**config.mk**
```make
export PLATFORM = sky130hd
export DESIGN_NAME = pbr_refresh_sched
export DESIGN_NICKNAME = d
export VERILOG_FILES = /design/src/rtl/pbr_pkg.sv /design/src/rtl/pbr_first_set.sv /design/src/rtl/pbr_remaining_set.sv /design/src/rtl/pbr_flex_timer.sv /design/src/rtl/pbr_refresh_sched.sv
export SDC_FILE = /design/constraint.sdc
export NUM_CORES = 1
export LEC_CHECK = 0
export BUFFER_PORTS_ARGS = -buffer_cell sky130_fd_sc_hd__buf_2
export CORE_UTILIZATION = 34
export DETAILED_ROUTE_END_ITERATION = 8
export PLACE_DENSITY = 0.52
export REMOVE_ABC_BUFFERS = 1
export SLEW_MARGIN = 0
export SYNTH_ARGS = -nofsm -noshare
export SYNTH_HDL_FRONTEND = slang
export SYNTH_SLANG_ARGS = --single-unit
```
**constraint.sdc**
```tcl
create_clock -name clk -period 8.1 [get_ports clk]
set_input_delay 0.81 -clock clk [delete_from_list [all_inputs] [get_ports clk]]
set_output_delay 0.81 -clock clk [all_outputs]
set_load 0.03 [all_outputs]
```
**src/rtl/pbr_pkg.sv**
```systemverilog
`timescale 1ns/1ps
package pbr_pkg;
  typedef enum logic {
    CMD_PRE  = 1'b0,
    CMD_REFB = 1'b1
  } pbr_cmd_e;

  typedef enum logic [1:0] {
    ST_REGULAR    = 2'd0,
    ST_PRECHARGED = 2'd1,
    ST_PULLEDIN   = 2'd2
  } pbr_state_e;

  typedef enum logic [1:0] {
    PH_IDLE = 2'd0,
    PH_REQ  = 2'd1,
    PH_WAIT = 2'd2
  } pbr_phase_e;
endpackage

```
**src/rtl/pbr_first_set.sv**
```systemverilog
`timescale 1ns/1ps
// Priority encoder: lowest set bit wins.
module pbr_first_set #(
  parameter int W  = 8,
  parameter int IW = 3
) (
  input  logic [W-1:0]  vec_i,
  output logic          found_o,
  output logic [IW-1:0] idx_o
);
  always_comb begin
    found_o = |vec_i;
    idx_o   = '0;
    for (int i = W - 1; i >= 0; i--) begin
      if (vec_i[i]) idx_o = IW'(i);
    end
  end
endmodule

```
**src/rtl/pbr_remaining_set.sv**
```systemverilog
`timescale 1ns/1ps
// Banks not yet refreshed in the current round; refills when emptied.
module pbr_remaining_set #(
  parameter int NB = 8,
  parameter int IW = 3
) (
  input  logic          clk,
  input  logic          rst,
  input  logic          remove_i,
  input  logic [IW-1:0] idx_i,
  output logic [NB-1:0] mask_o
);
  logic [NB-1:0] hit;
  logic [NB-1:0] after;

  always_comb begin
    hit        = '0;
    hit[idx_i] = 1'b1;
    after      = mask_o & ~hit;
  end

  always_ff @(posedge clk) begin
    if (rst) begin
      mask_o <= '1;
    end else if (remove_i) begin
      mask_o <= (after == '0) ? '1 : after;
    end
  end
endmodule

```
**src/rtl/pbr_flex_timer.sv**
```systemverilog
`timescale 1ns/1ps
// Due-point countdown in ticks plus the signed flexibility counter.
module pbr_flex_timer #(
  parameter int INTERVAL = 390,
  parameter int TW       = 12,
  parameter int CW       = 8
) (
  input  logic                 clk,
  input  logic                 rst,
  input  logic                 tick_i,
  input  logic                 advance_i,
  input  logic                 inc_i,
  input  logic                 dec_i,
  output logic signed [TW-1:0] left_o,
  output logic                 due_o,
  output logic signed [CW-1:0] cnt_o
);
  localparam logic signed [TW-1:0] INT_S = TW'(INTERVAL);
  localparam logic signed [TW-1:0] MIN_S = {1'b1, {(TW-1){1'b0}}};

  logic signed [TW-1:0] step;
  logic signed [TW-1:0] add;
  logic signed [TW-1:0] left_n;

  always_comb begin
    step   = (tick_i && (left_o != MIN_S)) ? TW'(1) : '0;
    add    = advance_i ? INT_S : '0;
    left_n = left_o - step + add;
    due_o  = left_o[TW-1] || (left_o == '0);
  end

  always_ff @(posedge clk) begin
    if (rst) begin
      left_o <= INT_S;
      cnt_o  <= '0;
    end else begin
      left_o <= left_n;
      if (inc_i) begin
        cnt_o <= cnt_o + CW'(1);
      end else if (dec_i) begin
        cnt_o <= cnt_o - CW'(1);
      end
    end
  end
endmodule

```
**src/rtl/pbr_refresh_sched.sv**
```systemverilog
`timescale 1ns/1ps
module pbr_refresh_sched
  import pbr_pkg::*;
#(
  parameter int NUM_BANKS       = 8,
  parameter int BANKS_PER_GROUP = 4,
  parameter int INTERVAL_TICKS  = 390,
  parameter int REFB_TICKS      = 90,
  parameter int PRE_TICKS       = 8,
  parameter bit POSTPONE_EN     = 1'b1,
  parameter int MAX_POSTPONE    = 8,
  parameter bit PULLIN_EN       = 1'b1,
  parameter int MAX_PULLIN      = 8,
  localparam int BW  = (NUM_BANKS > 1) ? $clog2(NUM_BANKS) : 1,
  localparam int NG  = NUM_BANKS / BANKS_PER_GROUP,
  localparam int GW  = (NG > 1) ? $clog2(NG) : 1
) (
  input  logic                 clk,
  input  logic                 rst,
  input  logic                 tick_i,
  input  logic [NUM_BANKS-1:0] bank_busy_i,
  input  logic [NUM_BANKS-1:0] bank_active_i,
  input  logic                 grant_i,
  input  logic                 fb_valid_i,
  input  logic                 fb_cmd_i,
  input  logic [BW-1:0]        fb_bank_i,
  output logic                 req_valid_o,
  output logic                 req_cmd_o,
  output logic [BW-1:0]        req_bank_o,
  output logic [GW-1:0]        req_group_o,
  output logic [NUM_BANKS-1:0] bank_block_o
);
  localparam int POST_LIM = POSTPONE_EN ? MAX_POSTPONE * NUM_BANKS : 0;
  localparam int PULL_LIM = PULLIN_EN ? -(MAX_PULLIN * NUM_BANKS) : 0;
  localparam int CW = $clog2(MAX_POSTPONE * NUM_BANKS + MAX_PULLIN * NUM_BANKS + 2) + 2;
  localparam int TW = $clog2(INTERVAL_TICKS + REFB_TICKS + PRE_TICKS + 2) + 3;
  localparam logic signed [CW-1:0] POST_S = CW'(POST_LIM);
  localparam logic signed [CW-1:0] PULL_S = CW'(PULL_LIM);
  localparam logic signed [TW-1:0] INT_S  = TW'(INTERVAL_TICKS);
  localparam logic signed [TW-1:0] REFB_S = TW'(REFB_TICKS);
  localparam logic signed [TW-1:0] PRE_S  = TW'(PRE_TICKS);

  function automatic logic [GW-1:0] group_of(input logic [BW-1:0] b);
    return GW'(int'(b) / BANKS_PER_GROUP);
  endfunction

  // state
  pbr_state_e           st_q, st_n;
  pbr_phase_e           ph_q, ph_n;
  pbr_cmd_e             pend_q, pend_n;
  logic [BW-1:0]        cur_q, cur_n;
  logic [GW-1:0]        grp_q, grp_n;
  logic [NUM_BANKS-1:0] blk_q, blk_n;
  logic                 rv_q, rv_n;

  // helpers
  logic [NUM_BANKS-1:0] remain_q;
  logic [NUM_BANKS-1:0] idle_rem;
  logic                 idle_found, rem_found;
  logic [BW-1:0]        idle_idx, rem_idx, sel_idx;
  logic signed [TW-1:0] left;
  logic                 due;
  logic signed [CW-1:0] flex_cnt;
  logic signed [CW-1:0] cnt_after;
  logic                 adv, inc, dec, rm;
  logic                 forced, late_refb, late_pre;
  logic                 refb_hit, pre_hit;

  assign idle_rem = remain_q & ~bank_busy_i;

  pbr_first_set #(.W(NUM_BANKS), .IW(BW)) u_pick_idle (
    .vec_i  (idle_rem),
    .found_o(idle_found),
    .idx_o  (idle_idx)
  );

  pbr_first_set #(.W(NUM_BANKS), .IW(BW)) u_pick_rem (
    .vec_i  (remain_q),
    .found_o(rem_found),
    .idx_o  (rem_idx)
  );

  pbr_remaining_set #(.NB(NUM_BANKS), .IW(BW)) u_remain (
    .clk     (clk),
    .rst     (rst),
    .remove_i(rm),
    .idx_i   (cur_q),
    .mask_o  (remain_q)
  );

  pbr_flex_timer #(.INTERVAL(INTERVAL_TICKS), .TW(TW), .CW(CW)) u_timer (
    .clk      (clk),
    .rst      (rst),
    .tick_i   (tick_i),
    .advance_i(adv),
    .inc_i    (inc),
    .dec_i    (dec),
    .left_o   (left),
    .due_o    (due),
    .cnt_o    (flex_cnt)
  );

  always_comb begin
    sel_idx   = (idle_found || !rem_found) ? idle_idx : rem_idx;
    forced    = (flex_cnt == POST_S);
    late_refb = (REFB_S >= (left + INT_S));
    late_pre  = (PRE_S >= (left + INT_S));
    refb_hit  = fb_valid_i && (fb_cmd_i == CMD_REFB) && (ph_q == PH_WAIT) &&
                (pend_q == CMD_REFB) && (fb_bank_i == cur_q);
    pre_hit   = fb_valid_i && (fb_cmd_i == CMD_PRE) && (ph_q != PH_IDLE) &&
                (pend_q == CMD_PRE) && (fb_bank_i == cur_q);
  end

  always_comb begin
    st_n      = st_q;
    ph_n      = ph_q;
    pend_n    = pend_q;
    cur_n     = cur_q;
    grp_n     = grp_q;
    blk_n     = blk_q;
    rv_n      = rv_q;
    adv       = 1'b0;
    inc       = 1'b0;
    dec       = 1'b0;
    rm        = 1'b0;
    cnt_after = flex_cnt;

    if (pre_hit) begin
      // precharge ahead of refresh has gone out
      ph_n = PH_IDLE;
      rv_n = 1'b0;
      if (late_pre) begin
        st_n = ST_REGULAR;
        adv  = 1'b1;
      end else begin
        blk_n[cur_q] = 1'b1;
        st_n         = ST_PRECHARGED;
      end
    end else if (refb_hit) begin
      ph_n         = PH_IDLE;
      rm           = 1'b1;
      blk_n[cur_q] = 1'b0;
      if (st_q == ST_PULLEDIN) begin
        dec       = 1'b1;
        cnt_after = flex_cnt - CW'(1);
      end else begin
        st_n = ST_PULLEDIN;
      end
      if ((cnt_after == PULL_S) || late_refb) begin
        st_n = ST_REGULAR;
        adv  = 1'b1;
      end
    end else if (ph_q == PH_REQ) begin
      if (grant_i) begin
        ph_n = PH_WAIT;
        rv_n = 1'b0;
      end
    end else if (ph_q == PH_IDLE) begin
      unique case (st_q)
        ST_REGULAR: begin
          if (due) begin
            if (!idle_found && !forced) begin
              inc = 1'b1;
              adv = 1'b1;
            end else begin
              cur_n = sel_idx;
              grp_n = group_of(sel_idx);
              ph_n  = PH_REQ;
              rv_n  = 1'b1;
              if (forced) blk_n[sel_idx] = 1'b1;
              if (bank_active_i[sel_idx]) begin
                pend_n = CMD_PRE;
              end else begin
                pend_n = CMD_REFB;
                if (forced) st_n = ST_PRECHARGED;
              end
            end
          end
        end
        ST_PULLEDIN: begin
          if (!idle_found) begin
            st_n = ST_REGULAR;
            adv  = 1'b1;
          end else begin
            cur_n  = idle_idx;
            grp_n  = group_of(idle_idx);
            ph_n   = PH_REQ;
            rv_n   = 1'b1;
            pend_n = bank_active_i[idle_idx] ? CMD_PRE : CMD_REFB;
          end
        end
        ST_PRECHARGED: begin
          ph_n   = PH_REQ;
          rv_n   = 1'b1;
          pend_n = CMD_REFB;
        end
        default: st_n = ST_REGULAR;
      endcase
    end
  end

  always_ff @(posedge clk) begin
    if (rst) begin
      st_q   <= ST_REGULAR;
      ph_q   <= PH_IDLE;
      pend_q <= CMD_REFB;
      cur_q  <= '0;
      grp_q  <= '0;
      blk_q  <= '0;
      rv_q   <= 1'b0;
    end else begin
      st_q   <= st_n;
      ph_q   <= ph_n;
      pend_q <= pend_n;
      cur_q  <= cur_n;
      grp_q  <= grp_n;
      blk_q  <= blk_n;
      rv_q   <= rv_n;
    end
  end

  assign req_valid_o  = rv_q;
  assign req_cmd_o    = pend_q;
  assign req_bank_o   = cur_q;
  assign req_group_o  = grp_q;
  assign bank_block_o = blk_q;
endmodule

```
## Word-level counts from Yosys, hierarchy flattened

Cells that the tools add are included.
Widths: inputs -> output; s select.

| word-level totals | value |
|---|---|
| register bits after elaboration | 48 |
| latch bits | 0 |
| RAM bits | 0 |
| ROM bits | 0 |
| input bits | 25 |
| output and inout port bits | 14 |
| word-level logic and storage cells | 204 |
| memories | 0 |

| cells by class | value |
|---|---|
| add/sub/neg operators | 5 |
| $mul | 0 |
| divide/modulo/power cells | 0 |
| $lt $le $gt $ge | 7 |
| equal/unequal tests | 25 |
| shift-type cells | 0 |
| multiplexer cells | 103 |
| bitwise logic cells | 12 |
| reduce and logical (&&, ||, !) cells | 42 |

Operator list:

| cell | count |
|---|---|
| $mux 8 | 10 |
| $mux 3 | 20 |
| $mux 10 | 5 |
| $mux 1 | 39 |
| $mux 2 | 17 |
| $and 8x8->8 | 3 |
| $ne 4x4->1 const B | 5 |
| $not 8->8 | 2 |
| $or 8x8->8 | 2 |
| $reduce_and 8->1 | 2 |
| $reduce_or 8->1 | 2 |
| $ne 3x3->1 const B | 5 |
| $reduce_bool 3->1 | 5 |
| $reduce_and 7->1 | 2 |
| $add 12x10->12 const B | 1 |
| $add 12x12->12 | 1 |
| $ge 5x12->1 const A | 1 |
| $ge 8x12->1 const A | 1 |
| $logic_and 1x1->1 | 12 |
| $logic_not 12->1 | 1 |
| $lt 3x4->1 const B | 3 |
| $ne 12x12->1 const B | 1 |
| $pmux 2 s3 | 2 |
| $sub 12x12->12 | 1 |
| other kinds (28) | 51 |

## Logic depth before layout (Yosys ltp)

| depth | value |
|---|---|
| depth in word-level cells | 24 |
| gate-level depth with buffers | 21 |
| depth with buffers taken out | 21 |

## By module

A second synthesis with hierarchy kept.

| unflattened totals | value |
|---|---|
| cell total of the unflattened synthesis | 537 |
| area total of the unflattened synthesis | 4,189.0 µm² |

Modules (own cells, without submodules):

| module | instances | cells an instance | area an instance (µm²) | seq. area each (µm²) |
|---|---|---|---|---|
| pbr_flex_timer | 1 | 220 | 1,808.0 | 440.4 |
| pbr_refresh_sched | 1 | 239 | 1,774.2 | 340.3 |
| pbr_remaining_set | 1 | 52 | 444.2 | 160.2 |
| pbr_first_set | 2 | 13 | 81.3 | 0.0 |

## Worst setup path before layout

OpenSTA, ideal clock, no wires.

| timing path | value |
|---|---|
| kind | in2reg |
| start point | in bank_busy_i[1] |
| end point | reg u_timer.left_o[11] |
| library setup time | 128 ps |
| data arrival time | 3,732 ps |
| path slack | 4,241 ps |
| stages on the path | 18 |
| path buffers | 0 |
| cells stage by stage | and2b_1 -> nor2_2 -> nand3_2 -> o41ai_1 -> nand2_1 -> nor2_4 -> xnor2_1 -> ha_1 -> inv_1 -> fa_1 -> nor2b_1 -> o21ai_0 -> a21oi_1 -> o21ai_0 -> a21oi_1 -> a31oi_1 -> xnor2_1 -> nor2_1 |

| on the way | value |
|---|---|
| longest elaborated chain between the ends | 14 |

Ends and longest elaborated chain:

| what | line | text |
|---|---|---|
| start, declared | pbr_refresh_sched.sv:21 | `input logic [NUM_BANKS-1:0] bank_busy_i,` |
| $not 8->8 * | pbr_refresh_sched.sv:69 | `assign idle_rem = remain_q & ~bank_busy_i;` |
| $and 8x8->8 * | pbr_refresh_sched.sv:69 |  |
| $reduce_or 8->1 * | pbr_first_set.sv:12 | `found_o = \|vec_i;` |
| $logic_not 1->1 | n/a |  |
| $logic_and 1x1->1 | pbr_refresh_sched.sv:162 | `if (!idle_found && !forced) begin` |
| $mux 1 | pbr_refresh_sched.sv:162 |  |
| $mux 1 | pbr_refresh_sched.sv:161 | `if (due) begin` |
| $pmux 1 s2 * | pbr_refresh_sched.sv:159 | `unique case (st_q)` |
| $mux 1 * | pbr_refresh_sched.sv:158 | `end else if (ph_q == PH_IDLE) begin` |
| $mux 1 * | pbr_refresh_sched.sv:153 | `end else if (ph_q == PH_REQ) begin` |
| $mux 1 * | pbr_refresh_sched.sv:139 | `end else if (refb_hit) begin` |
| $mux 1 * | pbr_refresh_sched.sv:128 | `if (pre_hit) begin` |
| $mux 9 * | pbr_flex_timer.sv:27 | `add = advance_i ? INT_S : '0;` |
| $add 12x12->12 * | pbr_flex_timer.sv:28 | `left_n = left_o - step + add;` |
| end signal, assigned | pbr_flex_timer.sv:37 | `left_o <= left_n;` |
| end, declared | pbr_flex_timer.sv:14 | `output logic signed [TW-1:0] left_o,` |

Mark *: on every way between the ends. The rest lies on a longest branch, timed or not.
A chain may end at the register's enable or synchronous reset.

## Worst setup path after layout

| timing path | value |
|---|---|
| start point | reg cur_q[2] (netlist: req_bank_o[2]) |
| end point | reg u_timer.left_o[11] |

| on the way | value |
|---|---|
| longest elaborated chain between the ends | 6 |

Ends and longest elaborated chain:

| what | line | text |
|---|---|---|
| start, declared | pbr_refresh_sched.sv:51 | `logic [BW-1:0] cur_q, cur_n;` |
| start signal, assigned | pbr_refresh_sched.sv:215 | `cur_q <= cur_n;` |
| $eq 3x3->1 * | pbr_refresh_sched.sv:109, pbr_refresh_sched.sv:111 |  |
| $logic_and 1x1->1 | pbr_refresh_sched.sv:109 | `(pend_q == CMD_REFB) && (fb_bank_i == cur_q);` |
| $mux 1 | pbr_refresh_sched.sv:139 |  |
| $mux 1 * | pbr_refresh_sched.sv:128 |  |
| $mux 9 * | pbr_flex_timer.sv:27 |  |
| $add 12x12->12 * | pbr_flex_timer.sv:28 |  |

Marked as above.

==> summary.md <==
| Metric | Value |
|---|---|
| Status | `complete, no violations` |
| Main synth FF type | `dfxtp_1` |
| Fin Setup TNS | `0 ns` |
| Actual slew at the worst max-slew pin | `0.9135 ns` |
| Area of the multi-input gates | `0.002655 sq mm` |
| Syn-to-layout area delta | `9.887%` |
| Die area | `0.01182 sq mm` |
| Setup crit end kind | `flip-flop` |
| Tot GR Track Use | `0.1715` |
| Sw Share | `0.3946` |
| FILL cells | `1150` |
| Library cells used by synthesis | `88` |
| First drt pass iteration count | `5` |
| Largest net degree at the start of global routing | `43` |
| Number of synthesized flops with an enable pin | `0` |
| Chip height | `108.7 microns` |
| CP most frequent cell | `xnor2_1` |
| RSZ-0062 raised after global routing | `no` |
| Worst Path Max Fanout | `19` |
| Reg clk slew, reported paths | `0.07 ns` |
| GR Overflow Total | `0` |
| Hold Crit Class | `reg2reg` |
| DR WL/cell | `15.12 microns` |
| # setup viols final | `0` |
| Starting Density | `0.3526` |
| Drt total wl | `9795 microns` |
| Register area share after synthesis | `0.2430` |
| VDD IR-drop max | `176.4 uV` |
| Top Ports | `39` |
| Post-DP HPWL | `7502 microns` |
| Number of diodes | `0` |
| Num CTS Buffers | `5` |
| Crit-path cells | `xnor2_1, nand4_1, nor4_4, nor2_1, o41ai_1, nand2_1, nor2_4, xnor2_1, ha_1, inv_1, fa_1, nor2b_1, o21ai_0, a21oi_1, o21ai_0, a21oi_1, a31oi_1, xnor2_1, nor2_1` |
| CTS Sinks | `47` |
| Final Cycle Share | `0.5593` |
| Antenna violations before repair | `0` |
| Final hold vios | `0` |
| Via density | `5.440` |
| Clock root buffer | `clkbuf_16` |
| RD Place Congestion | `0.8389` |
| # port buffers | `38` |
| Worst EP required | `8.26 ns` |
| Final core occ | `0.3874` |
| Die Wd | `108.7 microns` |
| Gate count of the mapped netlist | `482` |
| CTS max path bufs | `2` |
| FP Rows | `38` |
| Sw power | `0.0003758 W` |
| Worst skew pair latency | `0.29 ns` |
| PostCTS Resize Cnt | `0` |
| Critical path's slowest cell | `dfxtp_1` |
| Share of cells above drive strength 1 | `0.1575` |
| Initial DRC Count | `166` |
| Placement Cell Area | `0.004100 sq mm` |
| CTS tree | `done` |
| Design area | `0.004255 sq mm` |
| Slew margin rel. | `0.3863` |
| Vias | `3525` |
| First-pass GRT wire length | `16150 microns` |
| Sequential power share | `0.335` |
| Startpoint Class | `flip-flop` |
| Cell-internal power | `0.0005766 W` |
| Detail Route Antenna Nets | `0` |
| Comb pwr share | `0.434` |
| Mapped Avg Cell Area | `8.034 sq um` |
| Max_cap viols | `0` |
| Max-slew violations | `0` |
| FF+latch count, synth | `47` |
| DR DRC count | `0` |
| Synthesized area | `0.003872 sq mm` |
| Fin crit period | `4.530 ns` |
| Leakage | `1.741 nW` |
| Fmax | `220.8 MHz` |
| Final net count | `558` |
| Yosys warnings | `0` |
| Clock skew | `0.008055 ns` |
| Synth async-reset ratio | `0` |
| Power Density | `223.8 mW/mm^2` |
| CTS H-tree lvls | `2` |
| Clk pwr share | `0.231` |
| Core area | `0.01098 sq mm` |
| Vias in the first global route | `3345` |
| Setup bufs post-CTS | `0` |
| WS Path Type | `reg2reg` |
| Worst EP arrival | `4.69 ns` |
| Hold Buf Count CTS | `0` |
| Worst stage delay on the critical path | `0.74 ns` |
| Register area | `940.9 sq um` |
==> cells in the mapped netlist, types with 3 or more instances <==
cell type   n  area (sq um)
a31oi_1     6         37.54
inv_1      37         138.9
a21o_1      5         37.54
nand2b_1    9         56.30
o21a_1      4         30.03
ha_1       25         312.8
o21ai_0    21         105.1
nor2b_4     4         55.05
nor2b_1     7         43.79
nand4_1     4         25.02
xnor2_1    23         201.4
a21oi_1    20         100.1
nand3_1     7         35.03
a22oi_1     3         22.52
or2_2       6         37.54
a41oi_1     4         35.03
o31ai_1     4         30.03
nand2_1    43         161.4
a32oi_1     5         43.79
and3_1      4         25.02
nor3b_1     3         22.52
o41ai_1     3         26.28
and2b_1     4         30.03
dfxtp_1    47         940.9
xor2_1      6         52.55
o32ai_1     5         43.79
nand3b_1    3         22.52
buf_6       5         56.30
nor2_1     52         195.2
mux2i_1     7         70.07
nor4_1      4         25.02
o21ai_1     5         25.02
buf_2       6         30.03
clkbuf_1    6         22.52
nor3_1     17         85.08
==> per-layer routing <==
metal,GRT usage,vias up,part of all wire
li1,-,1788,-
met1,0.2170,1650,0.47
met2,0.3024,78,0.48
met3,0.02809,9,0.044
met4,0.03958,0,0.0082
met5,0,-,0
==> path summary, 6_finish.rpt <==
kind / startpoint / to / slack, ns / depth (start not counted)
setup / recovery: req_bank_o[2] / u_timer.left_o[11] / 3.57 / 19
hold / removal: bank_block_o[7] / bank_block_o[7] / 0.48 / 2
setup reg to reg: req_bank_o[2] / u_timer.left_o[11] / 3.57 / 19
hold reg to reg: bank_block_o[7] / bank_block_o[7] / 0.48 / 2
==> metrics by stage <==
step | worst slack, ns | hold slack (ns) | instances | total power, W
after floorplan | 3.896 | 0.4562 | 462 | 0.0006432
after global placement | 3.531 | 0.4668 | 640 | 0.0007364
after detailed placement | 3.461 | 0.4651 | 640 | 0.0007357
after CTS | 3.597 | 0.4768 | 648 | 0.0009615
after global routing | 3.057 | 0.5003 | 648 | 0.001029
final | 3.570 | 0.4757 | 648 | 0.0009524
==> power by group through the flow <==
stage	Combinational (W)	Sequential (W)	Clock, W
2_1_floorplan	0.000329	0.000315	0
3_3_place_gp	0.000412	0.000325	0
3_5_place_dp	0.000412	0.000324	0
4_1_cts	0.000415	0.000319	0.000228
5_1_grt	0.000468	0.000324	0.000237
6_report	0.000413	0.000319	0.000220
==> placed cells by master (no fill, tap or decap), drive strengths merged, types with 5 or more instances in the layout <==
master	netlist	final
dfxtp	47	47
a31oi	6	6
nand4	5	5
nor3	17	17
nand2	44	44
a21o	5	5
inv	37	37
xor2	6	6
ha	25	25
nor2b	12	12
nand2b	9	9
clkbuf	7	6
or2	11	11
buf	13	38
a32oi	5	5
o21ai	26	26
mux2i	7	7
a21oi	20	20
o32ai	6	6
nor2	56	56
nor4	6	6
nand3	8	8
xnor2	23	23
==> critical path: cells and delay by family, from the launching register on <==
family          cells  cell delay, ns
compound gates      6            0.86
xor+xnor            3            0.48
fa+ha+maj           2            0.55
buf+inv             1            0.05
flops               1            0.74
simple gates        7            1.69
==> flip-flops by register name, indices dropped and copies added, names as in the netlist <==
| register | flops |
|---|---|
| u_timer.cnt_o | 10 |
| u_timer.left_o | 12 |
| req_valid_o | 1 |
| u_remain.mask_o | 8 |
| ph_q | 2 |
| st_q | 2 |
| req_cmd_o | 1 |
| bank_block_o | 8 |
| req_bank_o | 3 |
==> final cells by class <==
cell class              instances  area share
inverters                      37     0.03264
clock inverters                 2    0.003822
flip-flops and latches         47      0.2211
multi-input cells             378      0.6239
well taps                     140     0.04116
clock buffers                   6     0.03264
repair buffers                 38     0.04469
==> cells by family after synthesis <==
logic type | after synthesis | share of synthesized area
flops | 47 | 0.2430
compound gates | 123 | 0.2359
mux | 7 | 0.01809
buf+inv | 57 | 0.07140
fa+ha+maj | 26 | 0.08595
xor+xnor | 29 | 0.06559
simple gates | 193 | 0.2801
No activity file was read; power rests on OpenSTA's default activity.
